**src/rtl/dup_alu_check.sv**
```systemverilog
module dup_alu_check #(
  parameter int W = 32
) (
  input  logic         clk,
  input  logic         rst_n,
  input  logic         in_valid,
  input  logic [2:0]   op,
  input  logic [W-1:0] a,
  input  logic [W-1:0] b,
  input  logic [W-1:0] fault_mask,
  output logic         out_valid,
  output logic [W-1:0] result,
  output logic         mismatch
);
  localparam int H = W / 2;

  localparam logic [2:0] OP_ADD = 3'd0;
  localparam logic [2:0] OP_SUB = 3'd1;
  localparam logic [2:0] OP_AND = 3'd2;
  localparam logic [2:0] OP_OR  = 3'd3;
  localparam logic [2:0] OP_XOR = 3'd4;

  logic a_narrow, b_narrow, op_ok, take;
  assign a_narrow = (a[W-1:H] == '0);
  assign b_narrow = (b[W-1:H] == '0);
  assign op_ok    = (op <= OP_XOR);
  assign take     = in_valid & a_narrow & b_narrow & op_ok;

  logic [W-1:0] pa, pb;
  assign pa = {a[H-1:0], a[H-1:0]};
  assign pb = {b[H-1:0], b[H-1:0]};

  logic          is_sub;
  logic [W-1:0]  arith;
  assign is_sub = (op == OP_SUB);

  for (genvar g = 0; g < 2; g++) begin : g_half
    logic [H-1:0] bx;
    assign bx = is_sub ? ~pb[g*H +: H] : pb[g*H +: H];
    assign arith[g*H +: H] = pa[g*H +: H] + bx + {{(H-1){1'b0}}, is_sub};
  end

  logic [W-1:0] word;
  always_comb begin
    case (op)
      OP_ADD, OP_SUB: word = arith;
      OP_AND:         word = pa & pb;
      OP_OR:          word = pa | pb;
      default:        word = pa ^ pb;
    endcase
  end

  logic [W-1:0] raw;
  assign raw = word ^ fault_mask;

  always_ff @(posedge clk) begin
    if (!rst_n) begin
      out_valid <= 1'b0;
      mismatch  <= 1'b0;
      result    <= '0;
    end else begin
      out_valid <= take;
      mismatch  <= take & (raw[H-1:0] != raw[W-1:H]);
      if (take) result <= {{(W-H){1'b0}}, raw[H-1:0]};
    end
  end

  AST_FLAG_WITH_VALID: assert property (@(posedge clk) disable iff (!rst_n)
    mismatch |-> out_valid);
  AST_UPPER_ZERO: assert property (@(posedge clk) disable iff (!rst_n)
    result[W-1:H] == '0);
  AST_ONE_CYCLE: assert property (@(posedge clk) disable iff (!rst_n)
    in_valid && a_narrow && b_narrow && op_ok |=> out_valid);
  AST_WIDE_REFUSED: assert property (@(posedge clk) disable iff (!rst_n)
    !a_narrow || !b_narrow |=> !out_valid && $stable(result));
  AST_BAD_OP_REFUSED: assert property (@(posedge clk) disable iff (!rst_n)
    op > OP_XOR |=> !out_valid);
  AST_CLEAN_NO_FLAG: assert property (@(posedge clk) disable iff (!rst_n)
    fault_mask[H-1:0] == fault_mask[W-1:H] |=> !mismatch);
endmodule

```
**config.mk**
```make
export PLATFORM = sky130hd
export DESIGN_NAME = dup_alu_check
export DESIGN_NICKNAME = d
export VERILOG_FILES = /design/src/rtl/dup_alu_check.sv
export SDC_FILE = /design/constraint.sdc
export NUM_CORES = 1
export LEC_CHECK = 0
export BUFFER_PORTS_ARGS = -buffer_cell sky130_fd_sc_hd__buf_4
export CAP_MARGIN = 20
export CORE_MARGIN = 4
export CORE_UTILIZATION = 44
export DETAILED_ROUTE_END_ITERATION = 16
export PLACE_DENSITY = 0.79
export SLEW_MARGIN = 20
export SYNTH_ARGS = -nofsm -noshare
export SYNTH_HDL_FRONTEND = slang
export SYNTH_SLANG_ARGS = --single-unit
```
**constraint.sdc**
```tcl
create_clock -name clk -period 3 [get_ports clk]
set_input_delay 0.3 -clock clk [delete_from_list [all_inputs] [get_ports clk]]
set_output_delay 0.3 -clock clk [all_outputs]
set_load 0.01 [all_outputs]
```
### Word level (Yosys, flattened, before mapping)

Index checks and enable logic that the tools add are counted.

| cells by class | value |
|---|---|
| muxes and demuxes | 2 |
| $add $sub $neg | 2 |
| order comparisons | 1 |
| bitwise logic cells | 9 |
| reductions and logical operators | 4 |
| equal/unequal tests | 4 |

Operators with widths:

| operator | number |
|---|---|
| 32-bit one-hot mux with 3 select lines | 1 |
| 32-bit XOR | 2 |
| 32-bit bitwise AND | 1 |
| 16-bit zero test | 2 |
| 32-bit bitwise OR | 1 |
| 16-bit by 1-bit adder with 16-bit output | 1 |
| 16-bit adder | 1 |
| 16-bit two-way mux | 1 |
| 16-bit inequality test | 1 |
| 16-bit inverter | 1 |
| 3-bit by 2-bit == test with 1-bit output (second input constant) | 2 |
| 1-bit bitwise AND | 4 |
| 3-bit by 1-bit == test with 1-bit output (second input constant) | 1 |
| 3-bit less-or-equal comparator (second input constant) | 1 |
| 3-bit zero test | 1 |
| 2-bit OR reduction | 1 |

| word-level totals | value |
|---|---|
| output and inout bits | 34 |
| input port bits | 102 |
| register bits after elaboration | 18 |

### Depth between registers and ports, before layout

Gate-level depths: netlist of the first run.

| logic depth | value |
|---|---|
| depth after elaboration | 8 |
| depth in mapped cells | 13 |
| depth with buffers taken out | 11 |

### Worst setup path after synthesis of the first run

OpenSTA, ideal clock, no wires.

| timing path | value |
|---|---|
| path type | input port to flip-flop |
| from | input port op[1] |
| to | register result[14] |
| data required time | 2868 ps |
| setup slack | -217 ps |
| stages | 13 |
| setup time | 132 ps |
| path buffers | 2 |
| data arrival time | 3084 ps |
| cells stage by stage | or3b_1 buf_6 clkbuf_1 xnor2_1 ha_1 a21o_1 a41oi_1 a21oi_1 a31oi_1 xor2_1 a222oi_1 xnor2_1 a21oi_1 |

| on the way | value |
|---|---|
| word-level cells in the longest chain between the ends | 6 |

Ends and longest elaborated chain:

| what | RTL line | source |
|---|---|---|
| start, declared | 7 | `input logic [2:0] op,` |
| 3-bit by 1-bit == test with 1-bit output | 35, 45 |  |
| 16-bit two-way mux | 39 | `assign bx = is_sub ? ~pb[g*H +: H] : pb[g*H +: H];` |
| 16-bit adder | 40 | `assign arith[g*H +: H] = pa[g*H +: H] + bx + {{(H-1){1'b0}}, is_sub};` |
| 16-bit by 1-bit adder with 16-bit output | 40 |  |
| 32-bit one-hot mux with 3 select lines | 45 | `case (op)` |
| 32-bit XOR | 54 | `assign raw = word ^ fault_mask;` |
| end signal, assigned | 64 | `if (take) result <= {{(W-H){1'b0}}, raw[H-1:0]};` |
| end, declared | 12 | `output logic [W-1:0] result,` |

Several ways; a longest one is shown, not always the timed one.
A chain may end at the register's enable or synchronous reset.

### Worst setup path in the final report of the first run

| timing path | value |
|---|---|
| from | input port op[2] |
| to | register result[9] |

The elaborated chain is that of the path after synthesis.

==> results of run 1 <==
[critical path: cells and delay by family]
family | cells | cell delay (ns)
fa+ha+maj | 1 | 0.21
buf+inv | 2 | 0.26
compound gates | 5 | 1.57
simple gates | 1 | 0.50
xor+xnor | 3 | 0.37
[repair_timing]
| item | in CTS | in global routing |
|---|---|---|
| buffers inserted | 12 | 1 |
| setup endpoints to repair | 2 | 8 |
| pin swaps | 19 | 20 |
| resized for setup | 20 | 23 |
[power groups by stage]
stage          Combinational (W)  Clock [W]  Sequential (W)
2_1_floorplan           0.000375          0        0.000244
3_3_place_gp            0.000626          0        0.000244
3_5_place_dp            0.000643          0        0.000244
4_1_cts                 0.000690   0.000170        0.000239
5_1_grt                 0.000813   0.000179        0.000239
6_report                0.000749   0.000168        0.000239
[logic make-up after synthesis]
group,synth area share
compound gates,0.211
simple gates,0.161
buf+inv,0.113
xor+xnor,0.159
fa+ha+maj,0.205
flops,0.119
mux,0.0298
other cells,0.00124
[layer usage]
metal | up-vias | wire length (um)
met5 | - | 0
met2 | 159 | 5370
li1 | 1693 | -
met4 | 0 | 176
met1 | 1579 | 4090
met3 | 19 | 790
[layout by cell type, fill, tap and decap left out, types with 3 or more instances in the layout]
master,count
a222oi_1,4
ha_1,44
inv_1,43
dfxtp_1,18
nand3_1,3
xor2_1,18
mux2i_1,9
buf_6,5
a31oi_1,4
o21ai_1,9
o21ai_0,16
a21oi_1,23
nand4_1,8
buf_4,163
clkbuf_8,3
o211ai_1,5
a21oi_2,3
a21o_1,6
a211oi_1,5
xnor2_1,33
nor4_1,9
nor3_1,3
and3_1,6
nand2_1,26
nor2_1,23
conb_1,16
[registers in the layout (all words and copies together) (netlist names)]
register,cells
out_valid,1
result,16
mismatch,1
[how the worst min path moves through the flow]
stage / startpoint / end / depth (start not counted)
after floorplan: rst_n / out_valid$_SDFF_PN0_ / 2
after global placement: result[2]$_SDFFE_PN0P_ / result[2]$_SDFFE_PN0P_ / 2
after detailed placement: result[8]$_SDFFE_PN0P_ / result[8]$_SDFFE_PN0P_ / 2
after CTS: fault_mask[13] / result[13]$_SDFFE_PN0P_ / 3
after global routing: fault_mask[13] / result[13]$_SDFFE_PN0P_ / 3
final: fault_mask[13] / result[13]$_SDFFE_PN0P_ / 3
[final cells by class]
| type | instances | area [um2] | area share |
|---|---|---|---|
| multi-input cells | 324 | 2570 | 0.568 |
| repair buffers | 169 | 1290 | 0.286 |
| flip-flops and latches | 18 | 360 | 0.0796 |
| inverters | 43 | 161 | 0.0357 |
| well taps | 77 | 96.3 | 0.0213 |
| clock buffers | 3 | 41.3 | 0.00912 |
[metrics by stage]
stage          area [um2]  instances  setup slack [ns]  hold WS, ns  utilization
6_report             4530        634           -0.0235        0.309        0.697
5_1_grt              4530        634            -0.179        0.326        0.697
4_1_cts              4430        634          -0.00189        0.306        0.682
3_5_place_dp         4190        619            -0.488        0.492        0.646
3_3_place_gp         4190        619            -0.384        0.482        0.646
2_1_floorplan        3120        415           -0.0191        0.453            -
==> qor.yml, run 1 <==
status: "finished with violations"
violations: "negative setup slack"
use_met3: 0.0508
via_per_inst: 5.44
worst-r2r-setup-slack_ns: 2.18
drv_cap: 0
synth-main-ff-cell: "dfxtp_1"
nNetsFinal: 710
yosysSeqAreaShare: 0.119
ios: 136
place_congestion: 0.929
leakagePower_nw: 2.25
worstReg2RegStart: "result[3]$_SDFFE_PN0P_"
p_switching_w: 0.000441
finClkSkew_ns: 0
cts_root_buf: "clkbuf_8"
yosysMostFrequentCell: "ha_1"
crit_chain: "buf_6 -> or3b_4 -> buf_6 -> xnor2_4 -> ha_2 -> a21o_1 -> a311o_1 -> a31oi_2 -> xor2_1 -> a222oi_1 -> xnor2_1 -> a211oi_1"
die-width_um: 90.9
n_antenna_cell: 0
slew_headroom: 0.495
pwr-share-seq: 0.207
first_pass_iters: 5
area_growth_pct: 49.6
syn_area_um2: 3030
synth_area_leaders: "ha_1, dfxtp_1, xnor2_1"
antenna_found_initial: 0
fillers: 511
grt_max_degree: 32
worst_slack_ns: -0.0235
synth_largest_area_cell: "ha_1"
grt_overflow: 0
setup_viol: 1
slowest_stage: "a222oi_1"
place_hpwl_um: 8180
synth_top_area_frac: 0.199
cts_max_path_buffers: 2
power_switching_share: 0.382
grt_pass1_wl_um: 16300
cp_max_fo: 8
design.die.area_um2: 8270
grt.total_usage: 0.237
rsz0062_at_grt: "true"
fmax_mhz: 331
die_h_um: 90.9
drv_slew: 0
cp-start-kind: "input pin"
grtUsageMet2: 0.445
ys_warn_count: 0
dr.first_iter.drc_count: 174
grt_pass1_vias: 3398
hold_viol_final: 0
clkLatencyLatePin_ns: 0.26
path_clk_slew_ns: 0.06
cts_hold_buffers: 0
drc_errors: 0
period_share: 1.01
tns_ns: -0.0235
netlist_instances: 400
numCtsBuffers: 3
r2r_end: "result[3]$_SDFFE_PN0P_"
worstMarginPinSlew_ns: 0.757
crit_end: "result[9]$_SDFFE_PN0P_"
hp-class: "in -> reg"
portBuffers: 119
gr-usage-met1: 0.268
vias: 3450
intPower_w: 0.000714
synth_edf_count: 0
required_ns: 3.17
peakVddDrop_v: 0.000149
total_power_w: 0.00116
synth.top_cells.by_count: "ha_1, inv_1, xnor2_1"
initial_core_util: 0.466
r2r_cells: 4
p_per_area_nw_per_um2: 255
wl_per_cell_um: 16.4
final_antenna_net_count: 0
startpoint: "op[2]"
core_area_um2: 6490
arrival_ns: 3.20
avgSynthCellArea_um2: 7.56
cts_htree_levels: 1
min_period_ns: 3.02
cts.sinks: 18
async_reset_ff_frac: 0
top_usage_layer: "met2"
cp-end-kind: "register"
cp_common_cell: "buf_6"
comb_power_share: 0.648
slowest_delay_ns: 0.60
drive_gt1_frac: 0.363
synth_seq_cells: 18
postRouteWirelength_um: 10400
placementRows: 29
tritoncts: "yes"
path_class: "in -> reg"
yosysUniqueCellTypes: 54
power_frac_clock: 0.145
(Power assumes the default switching activity.)
==> inputs of run 2 (changes only) <==
--- a/config.mk
+++ b/config.mk
@@ -11,6 +11,7 @@
 export CORE_UTILIZATION = 44
 export DETAILED_ROUTE_END_ITERATION = 16
 export PLACE_DENSITY = 0.79
+export SETUP_SLACK_MARGIN = 0.5
 export SLEW_MARGIN = 20
 export SYNTH_ARGS = -nofsm -noshare
 export SYNTH_HDL_FRONTEND = slang
==> qor.yml, run 2 (synthesis results as in run 1) <==
largest-register: "result"  # unchanged
tns_ns: -0.0969  # was -0.0235 ns
placementRows: 29  # unchanged
final_core_util: 0.735  # was 0.697
clkLatencyLatePin_ns: 0.25  # was 0.26 ns
initial_core_util: 0.466  # unchanged
slew_headroom: 0.519  # was 0.495
r2r_end: "result[3]$_SDFFE_PN0P_"  # unchanged
hold_ws_ns: 0.315  # was 0.309 ns
peakVddDrop_v: 0.000118  # was 0.000149 V
drv_cap: 0  # unchanged
worst_slack_ns: -0.0606  # was -0.0235 ns
die-width_um: 90.9  # unchanged
n_antenna_cell: 0  # unchanged
via_per_inst: 5.44  # about the same
numCtsBuffers: 3  # unchanged
dpl-instance-area_um2: 4260  # was 4190 um2
p_per_area_nw_per_um2: 266  # was 255 nW/um2
grt_pass1_vias: 3474  # was 3398
cp_max_fo: 6  # was 8
use_met3: 0.0492  # was 0.0508
required_ns: 3.17  # about the same
final_cell_area_um2: 4770  # was 4530 um2
drc_errors: 0  # unchanged
rsz0062_at_grt: "true"  # unchanged
core_area_um2: 6490  # unchanged
grt_pass1_wl_um: 16400  # was 16300 um
startpoint: "op[2]"  # unchanged
final_antenna_net_count: 0  # unchanged
ios: 136  # unchanged
vias: 3523  # was 3450
top_usage_layer: "met2"  # unchanged
hp-class: "in -> reg"  # unchanged
cts_root_buf: "clkbuf_8"  # unchanged
slowest_delay_ns: 0.49  # was 0.60 ns
layout_common_cells: "buf_4, inv_1, ha_1"  # was buf_4, ha_1, inv_1
fillers: 492  # was 511
grt_max_degree: 32  # unchanged
dp.cells: 625  # was 619
wl_per_cell_um: 16.5  # was 16.4 um
grt_overflow: 0  # unchanged
setup_viol: 2  # was 1
area_growth_pct: 57.7  # was 49.6%
regArea_um2: 360  # unchanged
hold_viol_final: 0  # unchanged
reg_top3: "result (16), mismatch (1), out_valid (1)"  # unchanged
nNetsFinal: 723  # was 710
path_depth: 15  # was 12
worstReg2RegStart: "result[3]$_SDFFE_PN0P_"  # unchanged
die_h_um: 90.9  # unchanged
r2r_cells: 4  # unchanged
fmax_mhz: 327  # was 331 MHz
path_buf_inv: 5  # was 2
drv_slew: 0  # unchanged
first_pass_iters: 5  # unchanged
gr-usage-met1: 0.265  # was 0.268
period_share: 1.02  # was 1.01
postRouteWirelength_um: 10700  # was 10400 um
path_clk_slew_ns: 0.07  # was 0.06 ns
grtUsageMet2: 0.452  # was 0.445
cts_htree_levels: 1  # unchanged
worst-r2r-setup-slack_ns: 2.18  # about the same
design.die.area_um2: 8270  # unchanged
path_class: "in -> reg"  # unchanged
stdcell_count: 648  # was 634
slowest_stage: "a222oi_1"  # unchanged
leakagePower_nw: 2.35  # was 2.25 nW
largest_register_ffs: 16  # unchanged
arrival_ns: 3.23  # was 3.20 ns
cp_common_cell: "buf_6"  # unchanged
cts.sinks: 18  # unchanged
crit_end: "result[9]$_SDFFE_PN0P_"  # unchanged
portBuffers: 119  # unchanged
worstMarginPinSlew_ns: 0.719  # was 0.757 ns
tritoncts: "yes"  # unchanged
crit_family: "compound AO/OA/AOI/OAI gates"  # unchanged
place_congestion: 0.925  # was 0.929
layout_commonest_cell: "buf_4"  # unchanged
cp-start-kind: "input pin"  # unchanged
violations: "negative setup slack"  # unchanged
place_hpwl_um: 8280  # was 8180 um
antenna_found_initial: 0  # unchanged
cp-end-kind: "register"  # unchanged
cts_max_path_buffers: 2  # unchanged
min_period_ns: 3.06  # was 3.02 ns
grt.total_usage: 0.240  # was 0.237
crit_chain: "buf_6 -> or3b_4 -> buf_8 -> buf_6 -> buf_6 -> xnor2_4 -> ha_4 -> o211ai_1 -> buf_4 -> o21ai_2 -> a31oi_1 -> xor2_1 -> a222oi_1 -> xnor2_1 -> a211oi_1"  # was buf_6 -> or3b_4 -> buf_6 -> xnor2_4 -> ha_2 -> a21o_1 -> a311o_1 -> a31oi_2 -> xor2_1 -> a222oi_1 -> xnor2_1 -> a211oi_1
dr.first_iter.drc_count: 158  # was 174
status: "finished with violations"  # unchanged
finClkSkew_ns: 0  # unchanged
drive_gt1_frac: 0.398  # was 0.363
multi_input_area_um2: 2670  # was 2570 um2
-- run 2: cell count changes in the layout (fill, tap and decap cells not counted), moves of 3 or more --
cell / previous run / this run
o21ai_1: 9 / 6
a21oi_2: 3 / 6
o21ai_2: 1 / 5
buf_6: 5 / 14
a21oi_1: 23 / 20
xnor2_1: 33 / 30
buf_4: 163 / 166
-- run 2: where the power goes --
part           total, W  internal (W)  leakage (nW)       switching (W)
registers      0.000239      0.000239         0.145  0.0000000000000238
clock network  0.000199      0.000117        0.0288           0.0000827
logic          0.000829      0.000439          2.17            0.000390
-- run 2: per-layer routing --
metal,wire length [um],vias to the layer above
li1,-,1716
met1,3990,1610
met2,5450,167
met3,936,30
met4,301,0
met5,0,-
-- run 2: timing repair --
item,4_1_cts,5_1_grt
pin swaps,31,35
hold endpoints to repair,0,0
buffers inserted,12,7
setup endpoints to repair,12,13
gates cloned,0,0
hold buffers,0,0
gates resized for setup,36,26
-- run 2: cell type report --
| class | count | share of cell area |
|---|---|---|
| clock buffers | 4 | 0.0115 |
| inverters | 43 | 0.0338 |
| multi-input cells | 324 | 0.558 |
| flip-flops and latches | 18 | 0.0755 |
| well taps | 77 | 0.0202 |
| repair buffers | 182 | 0.300 |
-- run 2: worst min-delay path by stage --
stage	start	endpoint	slack (ns)	cells after the start
after floorplan	rst_n	out_valid$_SDFF_PN0_	0.45	2
after global placement	result[0]$_SDFFE_PN0P_	result[0]$_SDFFE_PN0P_	0.48	2
after detailed placement	result[0]$_SDFFE_PN0P_	result[0]$_SDFFE_PN0P_	0.48	2
after CTS	fault_mask[13]	result[13]$_SDFFE_PN0P_	0.33	3
after global routing	fault_mask[13]	result[13]$_SDFFE_PN0P_	0.33	3
final	fault_mask[13]	result[13]$_SDFFE_PN0P_	0.32	3
-- run 2: worst min-delay path, stage by stage --
cell,delay (ns)
buf_4,0.10
nand4_1,0.07
o221ai_1,0.07
-- run 2: stage by stage --
step / setup WS (ns) / power, W
after floorplan: -0.0183 / 0.000626
after global placement: -0.280 / 0.000899
after detailed placement: -0.344 / 0.000914
after CTS: -0.0175 / 0.00119
after global routing: -0.161 / 0.00135
final: -0.0606 / 0.00127
